## src/rtl/dma_seq_pkg.sv

```systemverilog
// Shared types and the phase-length function for the DMA cycle sequencer.
// Assumes 8-bit timing bytes: [7:6] prescale code, [5:0] multiplier.
package dma_seq_pkg;
    localparam int TREG_W = 8;
    localparam int LEN_W  = 17;   // 2048*63+1 fits in 17 bits

    typedef enum logic [2:0] {
        PH_IDLE,
        PH_SETUP,
        PH_CMD,
        PH_TAIL,
        PH_REC
    } phase_e;

    typedef struct packed {
        logic [TREG_W-1:0] setup;
        logic [TREG_W-1:0] cmd;
        logic [TREG_W-1:0] rec;
    } tbank_t;

    typedef struct packed {
        logic [LEN_W-1:0] s;
        logic [LEN_W-1:0] c;
        logic [LEN_W-1:0] r;
    } tlen_t;

    // Phase length in clocks = prescale * value + 1.
    function automatic logic [LEN_W-1:0] phase_len(input logic [TREG_W-1:0] t);
        logic [LEN_W-1:0] pre;
        case (t[7:6])
            2'd0:    pre = LEN_W'(1);
            2'd1:    pre = LEN_W'(16);
            2'd2:    pre = LEN_W'(68);
            default: pre = LEN_W'(2048);
        endcase
        return pre * LEN_W'(t[5:0]) + LEN_W'(1);
    endfunction
endpackage

```

## src/rtl/dma_timing_regs.sv

```systemverilog
// Timing banks: NUM_SETS banks of setup/command/recovery bytes.
// Bank 0 resets to 01h/06h/03h, and the other banks reset to zero.
// Assumes the selected bank is used only at the start of a transfer.
module dma_timing_regs
    import dma_seq_pkg::*;
#(
    parameter int NUM_SETS = 2,
    parameter int SEL_W    = (NUM_SETS > 1) ? $clog2(NUM_SETS) : 1
) (
    input  logic              clk,
    input  logic              rst_n,
    input  logic              cfg_we,
    input  logic [SEL_W-1:0]  cfg_set,
    input  logic [1:0]        cfg_phase,
    input  logic [TREG_W-1:0] cfg_wdata,
    input  logic [SEL_W-1:0]  tmr_sel,
    output tbank_t            sel_bank
);
    localparam tbank_t BANK0_RST = '{setup: 8'h01, cmd: 8'h06, rec: 8'h03};

    tbank_t banks [NUM_SETS];

    for (genvar g = 0; g < NUM_SETS; g++) begin : g_bank
        localparam tbank_t RST_VAL = (g == 0) ? BANK0_RST : '0;
        // Store one timing byte of this bank on a matching write.
        always_ff @(posedge clk) begin
            if (!rst_n) begin
                banks[g] <= RST_VAL;
            end else if (cfg_we && cfg_set == SEL_W'(g)) begin
                case (cfg_phase)
                    2'd0:    banks[g].setup <= cfg_wdata;
                    2'd1:    banks[g].cmd   <= cfg_wdata;
                    2'd2:    banks[g].rec   <= cfg_wdata;
                    default: ;
                endcase
            end
        end
    end

    // Route the bank picked by tmr_sel to the sequencer.
    always_comb begin
        sel_bank = banks[0];
        for (int i = 0; i < NUM_SETS; i++) begin
            if (tmr_sel == SEL_W'(i)) sel_bank = banks[i];
        end
    end
endmodule

```

## src/rtl/dma_phase_fsm.sv

```systemverilog
// Phase sequencer: captures the three lengths and terminal count at start,
// steps setup -> command (+ optional wait tail) -> recovery -> idle.
// Assumes TAIL_CLKS >= 1 and that start is only honoured while idle.
module dma_phase_fsm
    import dma_seq_pkg::*;
#(
    parameter int TAIL_CLKS = 2
) (
    input  logic             clk,
    input  logic             rst_n,
    input  logic             start,
    input  logic             sys_tc,
    input  logic             card_wait_n,
    input  tbank_t           bank,
    output phase_e           phase,
    output logic [LEN_W-1:0] cnt,
    output logic [LEN_W-1:0] cmd_len,
    output logic             tc_q,
    output logic             last_rec
);
    tlen_t len_q;
    logic  stretched;

    // Advance the phase and its clock counter.
    always_ff @(posedge clk) begin
        if (!rst_n) begin
            phase     <= PH_IDLE;
            cnt       <= '0;
            len_q     <= '0;
            tc_q      <= 1'b0;
            stretched <= 1'b0;
        end else begin
            case (phase)
                PH_IDLE: begin
                    if (start) begin
                        phase     <= PH_SETUP;
                        cnt       <= LEN_W'(1);
                        len_q.s   <= phase_len(bank.setup);
                        len_q.c   <= phase_len(bank.cmd);
                        len_q.r   <= phase_len(bank.rec);
                        tc_q      <= sys_tc;
                        stretched <= 1'b0;
                    end
                end
                PH_SETUP: begin
                    if (cnt == len_q.s) begin
                        phase <= PH_CMD;
                        cnt   <= LEN_W'(1);
                    end else begin
                        cnt <= cnt + LEN_W'(1);
                    end
                end
                PH_CMD: begin
                    if (cnt != len_q.c) begin
                        cnt <= cnt + LEN_W'(1);
                    end else if (!card_wait_n) begin
                        stretched <= 1'b1;
                    end else begin
                        phase <= stretched ? PH_TAIL : PH_REC;
                        cnt   <= LEN_W'(1);
                    end
                end
                PH_TAIL: begin
                    if (cnt == LEN_W'(TAIL_CLKS)) begin
                        phase <= PH_REC;
                        cnt   <= LEN_W'(1);
                    end else begin
                        cnt <= cnt + LEN_W'(1);
                    end
                end
                PH_REC: begin
                    if (cnt == len_q.r) begin
                        phase <= PH_IDLE;
                        cnt   <= '0;
                    end else begin
                        cnt <= cnt + LEN_W'(1);
                    end
                end
                default: phase <= PH_IDLE;
            endcase
        end
    end

    // Expose the captured command length and flag the final recovery clock.
    always_comb begin
        cmd_len  = len_q.c;
        last_rec = (phase == PH_REC) && (cnt == len_q.r);
    end
endmodule

```

## src/rtl/dma_strobe_decode.sv

```systemverilog
// Output decode: derives the card strobes and status from phase state.
// Assumes all inputs come straight from registers, so outputs are clean.
module dma_strobe_decode
    import dma_seq_pkg::*;
(
    input  phase_e           phase,
    input  logic [LEN_W-1:0] cnt,
    input  logic [LEN_W-1:0] cmd_len,
    input  logic             tc_q,
    input  logic             last_rec,
    output logic             rd_stb_n,
    output logic             oe_n,
    output logic             busy,
    output logic             cycle_done
);
    // Strobe low through command and tail; OE nested inside clocks 2..C-1.
    always_comb begin
        rd_stb_n   = !((phase == PH_CMD) || (phase == PH_TAIL));
        oe_n       = !(tc_q && (phase == PH_CMD) &&
                       (cnt >= LEN_W'(2)) && (cnt < cmd_len));
        busy       = (phase != PH_IDLE);
        cycle_done = last_rec;
    end
endmodule

```

## src/rtl/dma_cycle_sequencer.sv

```systemverilog
// Top of the DMA cycle sequencer: timing banks, phase sequencer, decode.
// Assumes dma_req/dma_ack and the config inputs are synchronous to clk.
module dma_cycle_sequencer
    import dma_seq_pkg::*;
#(
    parameter int NUM_SETS  = 2,
    parameter int TAIL_CLKS = 2,
    localparam int SEL_W    = (NUM_SETS > 1) ? $clog2(NUM_SETS) : 1
) (
    input  logic              clk,
    input  logic              rst_n,
    input  logic              dma_req,
    input  logic              dma_ack,
    input  logic              sys_tc,
    input  logic              card_wait_n,
    input  logic [SEL_W-1:0]  tmr_sel,
    input  logic              cfg_we,
    input  logic [SEL_W-1:0]  cfg_set,
    input  logic [1:0]        cfg_phase,
    input  logic [TREG_W-1:0] cfg_wdata,
    output logic              rd_stb_n,
    output logic              oe_n,
    output logic              busy,
    output logic              cycle_done
);
    tbank_t           bank;
    phase_e           phase;
    logic [LEN_W-1:0] cnt;
    logic [LEN_W-1:0] cmd_len;
    logic             tc_q;
    logic             last_rec;
    logic             start;

    // A transfer request needs both handshake lines.
    always_comb start = dma_req && dma_ack;

    dma_timing_regs #(.NUM_SETS(NUM_SETS), .SEL_W(SEL_W)) u_regs (
        .clk       (clk),
        .rst_n     (rst_n),
        .cfg_we    (cfg_we),
        .cfg_set   (cfg_set),
        .cfg_phase (cfg_phase),
        .cfg_wdata (cfg_wdata),
        .tmr_sel   (tmr_sel),
        .sel_bank  (bank)
    );

    dma_phase_fsm #(.TAIL_CLKS(TAIL_CLKS)) u_fsm (
        .clk         (clk),
        .rst_n       (rst_n),
        .start       (start),
        .sys_tc      (sys_tc),
        .card_wait_n (card_wait_n),
        .bank        (bank),
        .phase       (phase),
        .cnt         (cnt),
        .cmd_len     (cmd_len),
        .tc_q        (tc_q),
        .last_rec    (last_rec)
    );

    dma_strobe_decode u_dec (
        .phase      (phase),
        .cnt        (cnt),
        .cmd_len    (cmd_len),
        .tc_q       (tc_q),
        .last_rec   (last_rec),
        .rd_stb_n   (rd_stb_n),
        .oe_n       (oe_n),
        .busy       (busy),
        .cycle_done (cycle_done)
    );
endmodule

```

## config.mk

```make
export PLATFORM = sky130hd
export DESIGN_NAME = dma_cycle_sequencer
export DESIGN_NICKNAME = d
export VERILOG_FILES = /design/src/rtl/dma_seq_pkg.sv /design/src/rtl/dma_timing_regs.sv /design/src/rtl/dma_phase_fsm.sv /design/src/rtl/dma_strobe_decode.sv /design/src/rtl/dma_cycle_sequencer.sv
export SDC_FILE = /design/constraint.sdc
export NUM_CORES = 1
export LEC_CHECK = 0
export ABC_AREA = 1
export BUFFER_PORTS_ARGS = -buffer_cell sky130_fd_sc_hd__buf_4
export CORE_MARGIN = 8
export CORE_UTILIZATION = 35
export DETAILED_ROUTE_END_ITERATION = 8
export PLACE_DENSITY = 0.46
export SLEW_MARGIN = 15
export SYNTH_ARGS = -nofsm -noshare
export SYNTH_HDL_FRONTEND = slang
export SYNTH_SLANG_ARGS = --single-unit
export TNS_END_PERCENT = 20
```

## constraint.sdc

```tcl
create_clock -name clk -period 11.9 [get_ports clk]
set_clock_uncertainty 0.1 [all_clocks]
set_input_delay 1.785 -clock clk [delete_from_list [all_inputs] [get_ports clk]]
set_output_delay 1.785 -clock clk [all_outputs]
set_load 0.02 [all_outputs]
```

## Word level (Yosys, flattened, before mapping)

Memory sizes are Yosys's and may differ from the RTL's.
Index checks and enable logic that the tools add are counted.

| storage, ports and cells | value |
|---|---|
| ROM bits | 0 |
| latch bits | 0 |
| memories | 1 |
| output and inout port bits | 4 |
| register bits after elaboration | 73 |
| logic and storage cells | 130 |
| bits in writable memories | 48 |
| bits of input ports | 19 |

| cells by class | value |
|---|---|
| div/mod/pow operators | 0 |
| muxes and demuxes | 60 |
| shifts and indexed selects | 0 |
| add/subtract/negate cells | 4 |
| $mul | 3 |
| bitwise operators | 7 |
| $lt $le $gt $ge | 2 |
| eq/ne operators | 24 |
| reduce and logical (&&, ||, !) cells | 22 |

Memory list:

| memory | depth | width | read ports | clocked after memory_dff | wr ports | RTL line | source |
|---|---|---|---|---|---|---|---|
| u_regs.banks | 2 | 24 | 2 | 0 | 2 | dma_timing_regs.sv:21 | `tbank_t banks [NUM_SETS];` |

Operator list:

| kind | count |
|---|---|
| $mux 17 | 15 |
| $pmux 12 s3 | 3 |
| $pmux 17 s5 | 1 |
| $add 17x1->17 const B | 4 |
| $mul 17x6->17 | 3 |
| $mux 8 | 6 |
| $eq 17x17->1 | 2 |
| $mux 1 | 25 |
| $mux 24 | 1 |
| $mux 3 | 7 |
| $eq 17x2->1 const B | 1 |
| $ge 17x2->1 const B | 1 |
| $lt 17x17->1 | 1 |
| $ne 17x17->1 | 1 |
| $pmux 3 s5 | 1 |
| $ne 2x2->1 const B | 5 |
| $eq 2x1->1 const B | 4 |
| $eq 2x2->1 const B | 4 |
| $logic_not 2->1 | 4 |
| $logic_and 1x1->1 | 7 |
| $eq 3x2->1 const B | 2 |
| $or 1x1->1 | 6 |
| $reduce_and 6->1 | 1 |
| $reduce_bool 5->1 | 1 |
| 14 further kinds | 16 |

## Logic depth before layout (Yosys ltp)

Gate-level depths: netlist of the first run.
An unclocked memory read counts as a cell.

| logic depth | value |
|---|---|
| word-level depth | 9 |
| depth in mapped cells | 25 |
| depth with buffers taken out | 23 |

## Modules after synthesis

From an unflattened synthesis of the first run, not the netlist that was laid out.

| unflattened totals | value |
|---|---|
| cell total of the unflattened synthesis | 1560 |
| area total of the unflattened synthesis | 10531.4 sq um |

By module, submodules not included:

| module | sequential area each (sq um) | instances | cells each | area an instance (sq um) |
|---|---|---|---|---|
| dma_phase_fsm | 1461.4 | 1 | 1238 | 7798.7 |
| dma_timing_regs | 1441.4 | 1 | 212 | 2153.3 |
| dma_strobe_decode | 0.0 | 1 | 108 | 571.8 |
| dma_cycle_sequencer | 0.0 | 1 | 2 | 7.5 |

## Worst setup path before layout of the first run

No wires, ideal clock.

| timing path | value |
|---|---|
| path type | in2reg |
| start | input tmr_sel |
| end | register u_fsm.len_q[50] (netlist bit) |
| setup slack | 6814 ps |
| buffers on the path | 4 |
| required time | 11691 ps |
| setup time | 109 ps |
| data arrival time | 4877 ps |
| stages | 19 |
| path through | buf_6 > buf_6 > buf_4 > mux2i_1 > nor2_1 > ha_1 > fa_1 > fa_1 > ha_1 > clkbuf_1 > nand2_1 > o21ai_0 > nand2_1 > nand3_1 > nand2_1 > a21oi_1 > o21ai_0 > nand2_1 > inv_1 |

| between the ends | value |
|---|---|
| cells in the longest elaborated chain, start to end | 8 |
| elaborated cells on any way between the ends | 10 |
| classes of those cells | add/sub (1); mul (1); eq/ne (2); mux (5); reduce/logical (1) |

RTL lines:

| item | RTL line | source |
|---|---|---|
| start, declared | dma_cycle_sequencer.sv:16 | `input logic [SEL_W-1:0] tmr_sel,` |
| $mux 24 * | dma_timing_regs.sv:44 | `if (tmr_sel == SEL_W'(i)) sel_bank = banks[i];` |
| $eq 2x2->1, or another cell as far along | dma_seq_pkg.sv:30 | `case (t[7:6])` |
| $pmux 12 s3 | dma_seq_pkg.sv:30 |  |
| $mux 17 | dma_phase_fsm.sv:35 | `if (start) begin` |
| $mux 17 | dma_phase_fsm.sv:33 | `case (phase)` |
| $mux 17 | dma_phase_fsm.sv:26 | `if (!rst_n) begin` |
| $mul 17x6->17 * | dma_seq_pkg.sv:36 | `return pre * LEN_W'(t[5:0]) + LEN_W'(1);` |
| $add 17x1->17 * | dma_seq_pkg.sv:36 |  |
| end, declared | dma_phase_fsm.sv:21 | `tlen_t len_q;` |

Mark *: on every way between the ends. The rest lies on a longest branch, timed or not. The select of a mux whose other input is x is not followed.
A chain may end at the register's enable or synchronous reset.

## Worst setup path in the final report of the first run

| timing path | value |
|---|---|
| start | input tmr_sel |
| end | register u_fsm.len_q, in the netlist u_fsm.cmd_len[16] |

Same word-level chain as after synthesis.

==> impl_results.md, run 1 <==
* Max-slew violations at 0
* Top Ports at 23
* Fin cells at roughly 1600
* Pin count of the biggest net entering global routing at 63
* Met2 WL at 11000 µm
* Core ar. at 26000 µm²
* Sequential share of the synthesized area at 31.4%
* Final Hold Violating Endpoints at 0
* First-pass GRT wire length at about 41000 µm
* Crit path arrival time at 5370 ps
* HPWL Detailed at 18900 µm
* Hold_ws at between 300 and 400 ps
* Hold Path Cell Cnt at 2
* # clock sinks at around 120
* Via-to-Cell Ratio at approximately 4.8
* Clock latency on the worst-skew pair at 420 ps
* Grt ovf at 0
* Final core occ at 39.5%
* GRT Overall Usage at between 10% and 20%
* Hold_buf cts at 0
* Initial antenna violation count at 0
* Yosys reg bits at 121
* Routed length per placed instance at 15.2 µm
* Synth top area share at 15.8%
* Mapped Nets at 1403
* CTS Buf Count at 17
* Diode count at 0
* Cell breakdown of the critical path: buf_4 > nand2_1 > o21ai_1 > inv_1 > nand2_1 > nor2_1 > ha_1 > ha_1 > fa_1 > ha_1 > nand3_1 > nand2_1 > nand2_1 > nand2_1 > nand3b_1 > nor2_1 > nor2_1 > nand2_1 > nand3_1 > nand2_1 > inv_1
* CTS H-tree depth at 4
* R2R setup slack at 8170 ps
* Clock-pin slew on the worst setup and hold paths at 60 ps
* Vias in the first global route at 7637
* Input/output buffers at 22
* Max Freq at roughly 200 MHz
* Post-synth top flop: dfxtp_1
* Status: completed
* Synthesized area per cell at between 7 and 8 µm²
* Post-route DRC violation count at 0
* Post-synth top cells: 243 x nand2_1, 210 x nor2_1, 161 x inv_1
* WP buf/inv at 3
* Minimum clock period at 5150 ps
* Top Layer Used: met4
* Final setup margin at just under 7000 ps
* Syn Inst Count at 1260
* Worst setup EP type: register
* Crit path max fanout at 36
* Number of flops mapped to enable cells by yosys at 48
* CTS root buffer: clkbuf_16
* # nets final at between 1000 and 1500
* DR WL met3 at 657 µm
* Hold Crit Class: reg2reg
* Hold EP: u_fsm.cmd_len[1]
* Leakage power at just over 5 nW
* Initial DRC Count at between 400 and 500
* Mapped Area at 9240 µm²
* Share of cells above drive strength 1 at around 7%
* WL final at 24700 µm
* Synth unique cells at 43
* Pwr Density at 143 nW/µm²
* Die width at 179 µm
* Post-CTS setup buffer count at 0
* CTS resizes at 0
* Hold Crit Start: u_fsm.cmd_len[1]
* Final period utilization at between 40% and 50%
* Die height at around 180 µm
* CP dominant cell by count: nand2_1
* CTS tree: done
* Power Total at 1.47 mW
* Yosys Warn Count at 0
* Slowest cell on crit path: fa_1
* Post-route cell area at 10300 µm²
* Syn-to-layout area delta at 11.0%
* Yosys top cell by area: dfxtp_1
* Starting density of the core at 35.6%
* Fin Setup TNS at 0 ps
* Max cap viols at 0
* Ranking of synthesized cells by area: dfxtp_1 16%, edfxtp_1 16%, ha_1 15%
* Worst r2r path cells at 20
* Actual slew at the worst max-slew pin at 1020 ps
* Crit path launch type: primary input
* Die area at approximately 32000 µm²
* Met1 WL at 12800 µm
* WP data required at 12130 ps
* Fillers at between 2000 and 3000
* Drt pass-1 iters at 6
* Final setup fails at 0
* Rel. slew slack at 31.9%
* Crit path max-delay family: adder cells
* Area post-placement at 9700 µm²
* CTS Buffer Depth at 2
* Worst setup path startpoint: tmr_sel
* Synth async-reset ratio at 0%
* Place WS at 6310 ps
* Final GP Congestion at 0.846
* RSZ-0062 raised after global routing: false
* Worst reg2reg endpoint: u_fsm.cmd_len[16]
* DP Cell Count at 1592
* CP max stage delay at 520 ps
* Most frequent cell after synthesis: nand2_1
* CP Class: in2reg
* DRT antenna net count at 0
* FF-to-FF Start: u_regs.banks[0][14]
* Rows at 59
* Vias at 7789
* Worst IR Drop VDD at 0.0984 mV
flip-flops by register name (all words and copies together), names as in the netlist:
register and cells:
u_regs.banks 48, u_fsm.cmd_len 17, u_fsm.cnt 17, u_fsm.stretched 1
u_fsm.len_q 34, u_fsm.tc_q 1, u_fsm.phase 3
how the worst max path moves through the flow:
stage / to / slack [ps] / cells after the start
after floorplan: u_fsm.len_q[50] / 6810 / 19
after global placement: u_fsm.cmd_len[16] / 6330 / 21
after detailed placement: u_fsm.cmd_len[16] / 6310 / 21
after CTS: u_fsm.cmd_len[16] / 6750 / 21
after global routing: u_fsm.cmd_len[12] / 6440 / 19
final: u_fsm.cmd_len[16] / 6750 / 21
final cells by class:
type / count / area (µm²) / area share, %
timing repair buffer: 27 / 203 / 1.98
clock buffer: 20 / 460 / 4.49
clock inverter: 12 / 96.3 / 0.939
sequential: 121 / 2900 / 28.3
tap: 335 / 419 / 4.09
inverter: 173 / 649 / 6.33
multi-input combinational: 936 / 5530 / 53.9
routing by layer:
layer	vias to the layer above	track usage (%)
met2	94	25.7
met1	3539	22.4
met4	0	4.10
met5	-	0
li1	4137	-
met3	19	2.46
layout by cell type (no fill, tap or decap), types with 3 or more instances in the layout:
cell / n
a21o_1: 6
a21oi_1: 86
a31oi_1: 3
buf_4: 27
clkbuf_16: 17
clkinv_2: 5
dfxtp_1: 73
edfxtp_1: 48
fa_1: 12
ha_1: 112
inv_1: 161
inv_2: 11
inv_4: 4
mux2_2: 4
mux2i_1: 9
nand2_1: 243
nand2_2: 3
nand3_1: 74
nand3b_1: 3
nand4_1: 13
nor2_1: 210
nor2_2: 5
nor3_1: 6
o211ai_1: 4
o21ai_0: 63
o21ai_1: 11
o21ai_2: 3
o21bai_1: 4
o31ai_1: 3
xnor2_1: 20
xor2_1: 26
report_power, final:
part / total, mW / switching (mW) / internal, mW
Clock: 0.502 / 0.203 / 0.299
Sequential: 0.515 / 0.0358 / 0.479
Combinational: 0.452 / 0.295 / 0.158
Total: 1.47 / 0.533 / 0.936
worst min-delay path: stages (launching register included):
cell     delay, ps
dfxtp_1        300
inv_1           70
a21oi_1         60
logic make-up (layout without fill, tap and decap cells):
family	Yosys count	in the layout	share of synthesized area, %
compound gates	190	190	11.2
xor+xnor	46	46	4.36
fa+ha+maj	124	124	17.8
buf+inv	203	232	8.77
flops	121	121	31.4
mux	13	13	1.46
simple gates	563	563	25.0
Note: power is estimated with default switching activity, not from simulation.
==> run 2: changes to the inputs <==
Settings changed: ABC_AREA 1 to 0.
Clock period 11.9 ns to 4.9 ns, I/O delays scaled along.
==> impl_results.md, run 2 <==
* Initial DRC Count at roughly 440
* Final period utilization at between 90 and 100%
* Grt ovf at 0
* Fin Setup TNS at 0 ps
* Commonest cells after routing, fill and taps aside: 134 x nor2_1, 112 x ha_1, 85 x nand2_1
* RSZ-0062 raised after global routing: false
* Crit path arrival time at approximately 4700 ps
* Post-CTS setup buffer count at 0
* Synth async-reset ratio at 0%
* Max Freq at 225 MHz
* Fillers at 2538
* Commonest non-fill, non-tap cell in the layout: nor2_1
* Most frequent cell after synthesis: nor2_1
* Vias at between 7000 and 8000
* Die area at 30500 µm²
* Worst IR Drop VDD at 0.231 mV
* Mapped Area at 8800 µm²
* First-pass GRT wire length at roughly 38000 µm
* Synth top area share at between 10% and 20%
* Ranking of synthesized cells by area: dfxtp_1 17%, edfxtp_1 16%, ha_1 16%
* Actual slew at the worst max-slew pin at 883 ps
* Routed length per placed instance at between 15 and 20 µm
* Initial antenna violation count at 0
* FF-to-FF Start: u_regs.banks[0][6]
* Yosys reg bits at approximately 120
* Pwr Density at 293 nW/µm²
* Syn Inst Count at 990
* Hold Crit Start: u_fsm.cmd_len[14]
* Rel. slew slack at 40.0%
* Post-synth top flop: dfxtp_1
* Worst setup EP type: register
* Synthesized area per cell at 8.89 µm²
* WP data required at 5130 ps
* Max cap viols at 0
* Biggest register: u_regs.banks
* CTS H-tree depth at 4
* Post-Synth Adder-Cell Area at 18.7%
* GRT Overall Usage at about 15%
* # clock sinks at approximately 120
* Largest family of logic cells by synthesized area: simple AND/OR/NAND/NOR gates
* Share of cells above drive strength 1 at 10.5%
* Status: completed
* Top Ports at 23
* Starting density of the core at 35.3%
* Sequential share of the synthesized area at 33.0%
* Final Hold Violating Endpoints at 0
* WL final at 22800 µm
* # nets final at 1173
* Pin count of the biggest net entering global routing at 57
* Yosys top cell by area: dfxtp_1
* Crit path max fanout at 42
* Synth Area in XOR/XNOR at 6.57%
* Post-synth top cells: 135 x nor2_1, 112 x ha_1, 85 x nand2_1
* Biggest regs: u_regs.banks: 48 flops, u_fsm.len_q: 34 flops
* Core ar. at 25000 µm²
* Hold Path Cell Cnt at 2
* CTS tree: done
* Post-route DRC violation count at 0
* Input/output buffers at 22
* Leakage power at 4.42 nW
* CP Class: in2reg
* Rows at 58
* Gr busiest metal: met2
* GR met2 Demand/Resource at 23.9%
* DRT antenna net count at 0
* Die width at ~170 µm
* CTS root buffer: clkbuf_16
* Synth unique cells at 64
* Die height at roughly 170 µm
* Register Area at 2900 µm²
* Diode count at 0
* CTS resizes at 0
* GR Layer Usage met3 at around 2.5%
* Max-slew violations at 0
* Crit path launch type: primary input
* Met1 Resource Use GR at 21.3%
* Final GP Congestion at slightly below 0.8
* Clock-pin slew on the worst setup and hold paths at about 50 ps
* Worst r2r path cells at 15
* Minimum clock period at 4450 ps
* Hold EP: u_fsm.cmd_len[14]
* Clock latency on the worst-skew pair at between 400 and 500 ps
* Synth Area in Compound Gates at approximately 15%
* CTS Buf Count at 17
* Synth Area in Simple Gates at a little over 20%
* Yosys Warn Count at 0
* Vias in the first global route at 6994
* Worst reg2reg endpoint: u_fsm.len_q[16]
* Syn-to-layout area delta at 14.6%
* R2R setup slack at 890 ps
* Area of the multi-input gates at 5580 µm²
* Final setup fails at 0
* Power Total at 2.95 mW
* Mux cell area share after synthesis at 2.33%
* Drt pass-1 iters at 4
* Number of flops mapped to enable cells by yosys at 48
* Hold_buf cts at 0
* HPWL Detailed at between 15000 and 20000 µm
* CTS Buffer Depth at 2
* Largest register FFs at 48
* Mapped Nets at 1133
* Via-to-Cell Ratio at 5.10
* Hold Crit Class: reg2reg
run 2: worst max path at each step:
stage             from           endpoint  slack, ps  cells after the start
3_5_place_dp   tmr_sel    u_fsm.len_q[16]         20                     14
4_1_cts        tmr_sel    u_fsm.len_q[16]        450                     14
2_1_floorplan  tmr_sel  u_fsm.cmd_len[16]         50                     17
6_report       tmr_sel    u_fsm.len_q[16]        450                     14
5_1_grt        tmr_sel    u_fsm.len_q[16]        180                     14
3_3_place_gp   tmr_sel    u_fsm.len_q[16]          3                     14
run 2: area by class of cell:
type	instances	share of cell area [%]
well taps	330	4.09
flip-flops and latches	121	28.8
inverters	35	1.30
repair buffers	63	4.69
multi-input cells	792	55.3
clock buffers	20	4.74
clock inverters	12	1.09
run 2: layer usage:
layer	share of wire [%]	routed length, µm	vias up
met4	0.75	170	0
met3	2.7	618	12
met2	45	10300	90
met5	0	0	-
met1	51	11700	3277
li1	-	-	3629
run 2: logic make-up after synthesis:
group / after synthesis
compound gates: 207
xor+xnor: 66
fa+ha+maj: 124
buf+inv: 77
flops: 121
mux: 20
simple gates: 375
run 2: through the flow:
stage                     setup WS, ps  hold slack [ps]  util (%)  std cells  cell area [µm²]
after global placement            2.80              341      38.1       1341             9500
after global routing               180              386      40.4       1373            10100
final                              447              350      40.4       1373            10100
after CTS                          452              352      40.4       1373            10100
after detailed placement          16.8              346      38.1       1341             9500
after floorplan                   46.2              332         -        990             8800
run 2: critical path, stage by stage:
cell      delay [ps]
buf_4            430
mux2i_1          510
nor2_1           140
ha_1             310
fa_1             440
ha_1             310
ha_1             300
o21ai_0          110
o21ai_1          220
a21oi_1          140
o311ai_1         450
nand3_1          130
a211o_1          310
a21oi_1          130
run 2: power by group:
part           switching, mW  internal [mW]  total, mW  leakage, nW
clock network          0.494          0.761       1.25        0.294
logic                  0.338          0.232      0.570         3.06
registers             0.0324           1.10       1.13         1.06
